==> config.mk <==
export PLATFORM = sky130hd
export DESIGN_NAME = cfg_access_port
export DESIGN_NICKNAME = d
export VERILOG_FILES = /design/src/rtl/cfgp_pkg.sv /design/src/rtl/cfg_decode.sv /design/src/rtl/cfg_addr_reg.sv /design/src/rtl/cfg_err_flag.sv /design/src/rtl/cfg_ctrl_fsm.sv /design/src/rtl/cfg_access_port.sv
export SDC_FILE = /design/constraint.sdc
export NUM_CORES = 1
export LEC_CHECK = 0
export ABC_AREA = 1
export BUFFER_PORTS_ARGS = -buffer_cell sky130_fd_sc_hd__buf_2
export CAP_MARGIN = 20
export CORE_MARGIN = 3
export CORE_UTILIZATION = 54
export CTS_CLUSTER_SIZE = 28
export DETAILED_ROUTE_END_ITERATION = 8
export GPL_ROUTABILITY_DRIVEN = 0
export GPL_TIMING_DRIVEN = 1
export MAX_ROUTING_LAYER = met4
export PLACE_DENSITY = 0.86
export SKIP_LAST_GASP = 1
export SLEW_MARGIN = 20
export SYNTH_ARGS = -nofsm -noshare
export SYNTH_HDL_FRONTEND = slang
export SYNTH_SLANG_ARGS = --single-unit
==> constraint.sdc <==
create_clock -name clk -period 3.3 [get_ports clk]
set_input_delay 0 -clock clk [delete_from_list [all_inputs] [get_ports clk]]
set_output_delay 0 -clock clk [all_outputs]
set_load 0.1 [all_outputs]
==> src/rtl/cfgp_pkg.sv <==
package cfgp_pkg;
    localparam int unsigned CW      = 32;
    localparam int unsigned LANES   = CW / 8;
    localparam int unsigned EN_BIT  = 31;
    localparam int unsigned BUS_LSB = 16;
    localparam int unsigned BUS_W   = 8;
    localparam int unsigned DEV_LSB = 11;
    localparam int unsigned DEV_W   = 5;
    localparam int unsigned FN_LSB  = 8;
    localparam int unsigned FN_W    = 3;
    localparam int unsigned REG_LSB = 2;
    localparam int unsigned REG_W   = 6;

    typedef enum logic [1:0] {
        ST_IDLE,
        ST_ISSUE,
        ST_RESP,
        ST_RELEASE
    } cfg_state_e;

    typedef enum logic [1:0] {
        KIND_NONE,
        KIND_ADDR,
        KIND_DATA,
        KIND_STAT
    } cfg_kind_e;
endpackage

==> src/rtl/cfg_decode.sv <==
module cfg_decode
    import cfgp_pkg::*;
#(
    parameter int unsigned ADDR_W   = 8,
    parameter logic [ADDR_W-1:0] ADDR_OFS = 'h28,
    parameter logic [ADDR_W-1:0] DATA_OFS = 'h2C,
    parameter logic [ADDR_W-1:0] STAT_OFS = 'h30
) (
    input  logic [ADDR_W-1:0] host_addr,
    output cfg_kind_e         kind
);
    localparam int unsigned WIDX_W = ADDR_W - 2;

    logic [WIDX_W-1:0] widx;
    assign widx = host_addr[ADDR_W-1:2];

    always_comb begin
        if (widx == ADDR_OFS[ADDR_W-1:2])      kind = KIND_ADDR;
        else if (widx == DATA_OFS[ADDR_W-1:2]) kind = KIND_DATA;
        else if (widx == STAT_OFS[ADDR_W-1:2]) kind = KIND_STAT;
        else                                   kind = KIND_NONE;
    end
endmodule

==> src/rtl/cfg_addr_reg.sv <==
module cfg_addr_reg
    import cfgp_pkg::*;
(
    input  logic               clk,
    input  logic               rst_n,
    input  logic               wr_en,
    input  logic [LANES-1:0]   be,
    input  logic [CW-1:0]      wdata,
    output logic [CW-1:0]      word_q,
    output logic               cfg_en,
    output logic [BUS_W-1:0]   f_bus,
    output logic [DEV_W-1:0]   f_dev,
    output logic [FN_W-1:0]    f_fn,
    output logic [REG_W-1:0]   f_reg
);
    for (genvar g = 0; g < LANES; g++) begin : g_lane
        logic [7:0] lane_d;
        if (g == 0) begin : g_low
            assign lane_d = wdata[7:0] & 8'hFC;
        end else begin : g_hi
            assign lane_d = wdata[g*8 +: 8];
        end
        always_ff @(posedge clk or negedge rst_n) begin
            if (!rst_n)
                word_q[g*8 +: 8] <= 8'h00;
            else if (wr_en && be[g])
                word_q[g*8 +: 8] <= lane_d;
        end
    end

    assign cfg_en = word_q[EN_BIT];
    assign f_bus  = word_q[BUS_LSB +: BUS_W];
    assign f_dev  = word_q[DEV_LSB +: DEV_W];
    assign f_fn   = word_q[FN_LSB  +: FN_W];
    assign f_reg  = word_q[REG_LSB +: REG_W];
endmodule

==> src/rtl/cfg_err_flag.sv <==
module cfg_err_flag (
    input  logic clk,
    input  logic rst_n,
    input  logic set_i,
    input  logic clr_i,
    output logic flag_q
);
    always_ff @(posedge clk or negedge rst_n) begin
        if (!rst_n)     flag_q <= 1'b0;
        else if (set_i) flag_q <= 1'b1;
        else if (clr_i) flag_q <= 1'b0;
    end
endmodule

==> src/rtl/cfg_ctrl_fsm.sv <==
module cfg_ctrl_fsm
    import cfgp_pkg::*;
(
    input  logic             clk,
    input  logic             rst_n,
    input  logic             host_sel,
    input  logic             host_we,
    input  logic [LANES-1:0] host_be,
    input  logic [CW-1:0]    host_wdata,
    input  cfg_kind_e        kind,
    input  logic             cfg_en,
    input  logic [CW-1:0]    addr_word,
    input  logic             err_q,
    input  logic             tgt_ack,
    input  logic             tgt_err,
    input  logic [CW-1:0]    tgt_rdata,
    output logic             tgt_req,
    output logic             tgt_we,
    output logic [LANES-1:0] tgt_be,
    output logic [CW-1:0]    tgt_wdata,
    output logic             host_ready,
    output logic [CW-1:0]    host_rdata,
    output logic             addr_wr,
    output logic             err_set,
    output logic             err_clr
);
    localparam logic [CW-1:0]    ALL_ONES  = {CW{1'b1}};
    localparam logic [LANES-1:0] FULL_LANE = {LANES{1'b1}};

    cfg_state_e state_q, state_d;
    logic             launch, go_tgt;
    logic             we_q;
    logic [LANES-1:0] be_q;
    logic [CW-1:0]    wdata_q, rdata_q, local_rd;

    assign launch = (state_q == ST_IDLE) && host_sel;
    assign go_tgt = launch && (kind == KIND_DATA) && cfg_en;

    // state register
    always_ff @(posedge clk or negedge rst_n) begin
        if (!rst_n) state_q <= ST_IDLE;
        else        state_q <= state_d;
    end

    // next state
    always_comb begin
        state_d = state_q;
        unique case (state_q)
            ST_IDLE: begin
                if (go_tgt)      state_d = ST_ISSUE;
                else if (launch) state_d = ST_RESP;
            end
            ST_ISSUE:   if (tgt_ack) state_d = ST_RESP;
            ST_RESP:    state_d = host_sel ? ST_RELEASE : ST_IDLE;
            ST_RELEASE: if (!host_sel) state_d = ST_IDLE;
            default:    state_d = ST_IDLE;
        endcase
    end

    // outputs
    always_comb begin
        tgt_req    = (state_q == ST_ISSUE);
        host_ready = (state_q == ST_RESP);
        addr_wr    = launch && host_we && (kind == KIND_ADDR);
        err_clr    = launch && host_we && (kind == KIND_STAT)
                     && host_be[0] && host_wdata[0];
        err_set    = (state_q == ST_ISSUE) && tgt_ack && tgt_err;
        tgt_we     = we_q;
        tgt_be     = we_q ? be_q : FULL_LANE;
        tgt_wdata  = wdata_q;
        host_rdata = rdata_q;
    end

    // read value of a locally completed access
    always_comb begin
        local_rd = '0;
        if (!host_we) begin
            unique case (kind)
                KIND_ADDR: local_rd = addr_word;
                KIND_STAT: local_rd = {{(CW-1){1'b0}}, err_q};
                KIND_DATA: local_rd = ALL_ONES;
                default:   local_rd = '0;
            endcase
        end
    end

    // captured access data
    always_ff @(posedge clk or negedge rst_n) begin
        if (!rst_n) begin
            we_q    <= 1'b0;
            be_q    <= '0;
            wdata_q <= '0;
            rdata_q <= '0;
        end else if (launch) begin
            we_q    <= host_we;
            be_q    <= host_be;
            wdata_q <= host_wdata;
            rdata_q <= local_rd;
        end else if ((state_q == ST_ISSUE) && tgt_ack && !we_q) begin
            rdata_q <= tgt_err ? ALL_ONES : tgt_rdata;
        end
    end
endmodule

==> src/rtl/cfg_access_port.sv <==
module cfg_access_port
    import cfgp_pkg::*;
#(
    parameter int unsigned ADDR_W = 8,
    parameter logic [ADDR_W-1:0] ADDR_OFS = 'h28,
    parameter logic [ADDR_W-1:0] DATA_OFS = 'h2C,
    parameter logic [ADDR_W-1:0] STAT_OFS = 'h30
) (
    input  logic              clk,
    input  logic              rst_n,
    input  logic              host_sel,
    input  logic              host_we,
    input  logic [ADDR_W-1:0] host_addr,
    input  logic [3:0]        host_be,
    input  logic [31:0]       host_wdata,
    output logic [31:0]       host_rdata,
    output logic              host_ready,
    output logic              tgt_req,
    output logic              tgt_we,
    output logic [7:0]        tgt_bus,
    output logic [4:0]        tgt_dev,
    output logic [2:0]        tgt_fn,
    output logic [5:0]        tgt_reg,
    output logic [3:0]        tgt_be,
    output logic [31:0]       tgt_wdata,
    input  logic              tgt_ack,
    input  logic              tgt_err,
    input  logic [31:0]       tgt_rdata
);
    cfg_kind_e   kind;
    logic [CW-1:0] addr_word;
    logic        cfg_en, addr_wr, err_set, err_clr, err_q;

    cfg_decode #(
        .ADDR_W(ADDR_W), .ADDR_OFS(ADDR_OFS),
        .DATA_OFS(DATA_OFS), .STAT_OFS(STAT_OFS)
    ) u_dec (
        .host_addr(host_addr),
        .kind     (kind)
    );

    cfg_addr_reg u_areg (
        .clk   (clk),
        .rst_n (rst_n),
        .wr_en (addr_wr),
        .be    (host_be),
        .wdata (host_wdata),
        .word_q(addr_word),
        .cfg_en(cfg_en),
        .f_bus (tgt_bus),
        .f_dev (tgt_dev),
        .f_fn  (tgt_fn),
        .f_reg (tgt_reg)
    );

    cfg_err_flag u_err (
        .clk   (clk),
        .rst_n (rst_n),
        .set_i (err_set),
        .clr_i (err_clr),
        .flag_q(err_q)
    );

    cfg_ctrl_fsm u_fsm (
        .clk       (clk),
        .rst_n     (rst_n),
        .host_sel  (host_sel),
        .host_we   (host_we),
        .host_be   (host_be),
        .host_wdata(host_wdata),
        .kind      (kind),
        .cfg_en    (cfg_en),
        .addr_word (addr_word),
        .err_q     (err_q),
        .tgt_ack   (tgt_ack),
        .tgt_err   (tgt_err),
        .tgt_rdata (tgt_rdata),
        .tgt_req   (tgt_req),
        .tgt_we    (tgt_we),
        .tgt_be    (tgt_be),
        .tgt_wdata (tgt_wdata),
        .host_ready(host_ready),
        .host_rdata(host_rdata),
        .addr_wr   (addr_wr),
        .err_set   (err_set),
        .err_clr   (err_clr)
    );
endmodule

==> impl_metrics.py <==
metrics = {
    "clocking": {
        "htree_levels": 3,
        "max-clock-path-buffers": 2,
        "clock_latency_ps": 350,
        "cts_hold_buf": 41,
        "cts_tree": "built",
        "cts_resized": 0,
        "cts_root_buf": "clkbuf_8",
        "path_clk_slew_ps": 90,
        "post-cts-setup-buffers": 0,
        "cts_inserted_buffers": 9,
        "cts.sink_count": 102,
    },
    "place": {
        "port_buffers": 172,
        "detailedPlace.worstSlack_ps": 951,
        "place_hpwl_um": 8750,
    },
    "worst_setup_path": {
        "worstSetupStartpointType": "flop",
        "crit_required_ps": 3590,
        "cp_num_buf_inv": 4,
        "setup.worst_path.start": "u_fsm.state_q[0]$_DFFE_PN0P_",
        "crit_path_end": "u_fsm.state_q[0]$_DFFE_PN0P_",
        "worstSetupPathType": "flop to flop",
        "r2r_end": "u_fsm.state_q[0]$_DFFE_PN0P_",
        "r2r_start": "u_fsm.state_q[0]$_DFFE_PN0P_",
        "r2r_slack_ps": 630,
        "cpLargestDelayFamily": "buffers and inverters",
        "cp_num_cells": 7,
        "critPathSlowestCell": "dlygate4sd3_1",
        "worstSetupEndpointType": "flop",
        "arrival_ps": 2960,
        "slowest_delay_ps": 600,
        "path_cells": "inv_1, nand3_2, inv_2, buf_4, nand3_1, o311ai_0, dlygate4sd3_1",
        "reg2reg_depth": 7,
        "crit_fanout": 32,
    },
    "floorplan": {
        "core-area_um2": 8850,
        "die_y_um": 102,
        "start_util_pct": 56.3,
        "dieArea_um2": 10400,
        "pin_count": 175,
        "rows": 34,
        "die_x_um": 102,
    },
    "route": {
        "route.detailed.drc": 0,
        "drtIter0Drc": 216,
        "ant_nets": 0,
        "routedWlPerCell_um": 14.5,
        "vias": 4694,
        "via_per_inst": 5.11,
        "drt-total-wl_um": 13300,
        "drt_pass1_iterations": 6,
    },
    "cells_and_area": {
        "n_antenna_cell": 0,
        "syn2layout_area_growth_pct": 26.4,
        "final_nets": 891,
        "layout-drive-gt1-share_pct": 29.0,
        "fin_util_pct": 71.1,
        "nFillCells": 679,
    },
    "timing": {
        "max_clock_freq_ghz": 0.374,
        "rsz0062_at_grt": "no",
        "setup-tns-final_ps": 0,
        "max_slew_margin_pct": 34.3,
        "finalSetupViolations": 0,
        "period_minus_slack_ps": 2670,
        "hold_viol_final": 0,
        "drv_slew": 0,
        "finalCritPeriodShare_pct": 80.9,
        "worst_pin_slew_ps": 985,
        "worst_slack_ps": 630,
        "fin_worst_skew_ps": 7.67,
    },
    "grt": {
        "antenna_found_initial": 0,
        "grt_pass1_wl_um": 21000,
        "grt_max_degree": 83,
        "grt_pass1_vias": 4432,
        "grt_usage_pct": 26.6,
        "overflow": 0,
    },
    "run_status": {
        "status": "completed",
    },
    "job": {
        "drv_cap": 0,
    },
    "synth": {
        "synth.distinct_cells": 24,
        "synth-compound-area-share_pct": 12.2,
        "synthXorXnorAreaFrac_pct": 0,
        "syn_avg_cell_area_um2": 7.86,
        "synthSimpleGateAreaFrac_pct": 26.5,
        "synthCells": 634,
        "yosys_warnings": 0,
        "synth_adder_area_share_pct": 0,
        "synthMuxAreaShare_pct": 0,
        "synth_top_family_by_area": "simple AND/OR/NAND/NOR gates",
        "synth_seq_cells": 102,
        "syn_area_um2": 4980,
        "syn-num-nets": 716,
        "ys_seq_area_share_pct": 51.2,
    },
    "min_path": {
        "hp-class": "input pin to flop",
    },
}
==> synth_stat cells <==
library cell	n	area [um2]
o21ai_1	3	15.0
nand4_1	1	6.26
clkbuf_1	9	33.8
nor2_2	1	6.26
buf_6	3	33.8
o21ai_2	28	245
a21oi_1	32	160
buf_2	17	85.1
dfrtp_1	102	2550
nand3b_1	2	15.0
o21ai_0	34	170
a31oi_1	1	6.26
inv_1	37	139
nand2_2	4	25.0
buf_1	1	3.75
nor2_4	1	11.3
buf_4	26	195
nand2_1	185	694
nand3_2	2	20.0
or2_2	4	25.0
inv_2	3	11.3
nand3_1	3	15.0
nor2_1	134	503
o311ai_0	1	8.76
==> worst min-delay path: stages <==
cell	delay [ps]
buf_2	130
nor2_1	80
a21oi_1	130
==> how the worst min path moves through the flow <==
stage,end,from,cells past startpoint,slack (ps)
2_1_floorplan,u_areg.cfg_en$_DFFE_PN0P_,rst_n,0,-300
3_3_place_gp,u_fsm.tgt_wdata[1]$_DFFE_PN0N_,host_wdata[1],3,200
3_5_place_dp,u_fsm.tgt_wdata[1]$_DFFE_PN0N_,host_wdata[1],3,210
4_1_cts,u_fsm.state_q[1]$_DFFE_PN0P_,host_sel,3,5
5_1_grt,u_fsm.state_q[1]$_DFFE_PN0P_,host_sel,3,20
6_report,u_fsm.state_q[1]$_DFFE_PN0P_,host_sel,3,20
==> layer usage <==
layer	share of wire [%]	global-route usage [%]	vias to the layer above
li1	-	-	2279
met1	41	32.9	2197
met2	50	43.9	190
met3	7.2	4.85	28
met4	2.1	9.49	0
met5	0	-	-
==> stage by stage <==
stage                     hold slack [ps]  instances  cell area (um2)
after floorplan                      -296        634             4980
after global placement                201        865             5680
after detailed placement              210        865             5680
after CTS                            5.38        919             6290
after global routing                 23.4        919             6290
final                                23.7        919             6290
==> logic make-up after synthesis <==
kind of cell / count (synthesis)
AND/OR/NAND/NOR: 337
flip-flops: 102
buffers and inverters: 96
AO/OA/AOI/OAI: 99
==> cell usage in the layout (no fill, tap or decap), types with 3 or more instances in the layout <==
cell type      count
nor2_1           134
inv_1             37
buf_2            171
dlygate4sd3_1     41
inv_2              3
clkbuf_8           9
nand3_1            3
or2_2              4
o21ai_2           28
buf_4              7
nand2_2            4
o21ai_0           34
dfrtp_1          102
o21ai_1            3
nand2_1          185
a21oi_1           32
==> cell type report <==
class	count	area [um2]	share of cell area, %
Clock inverter	4	75.1	1.19
Sequential cell	102	2550	40.6
Multi-Input combinational cell	436	1930	30.6
Inverter	40	150	2.39
Tap cell	108	135	2.15
Clock buffer	9	124	1.97
Timing Repair Buffer	220	1330	21.1
Power is not shown: default switching activity piles up to over one toggle a cycle in this logic, so the estimate is an artifact.
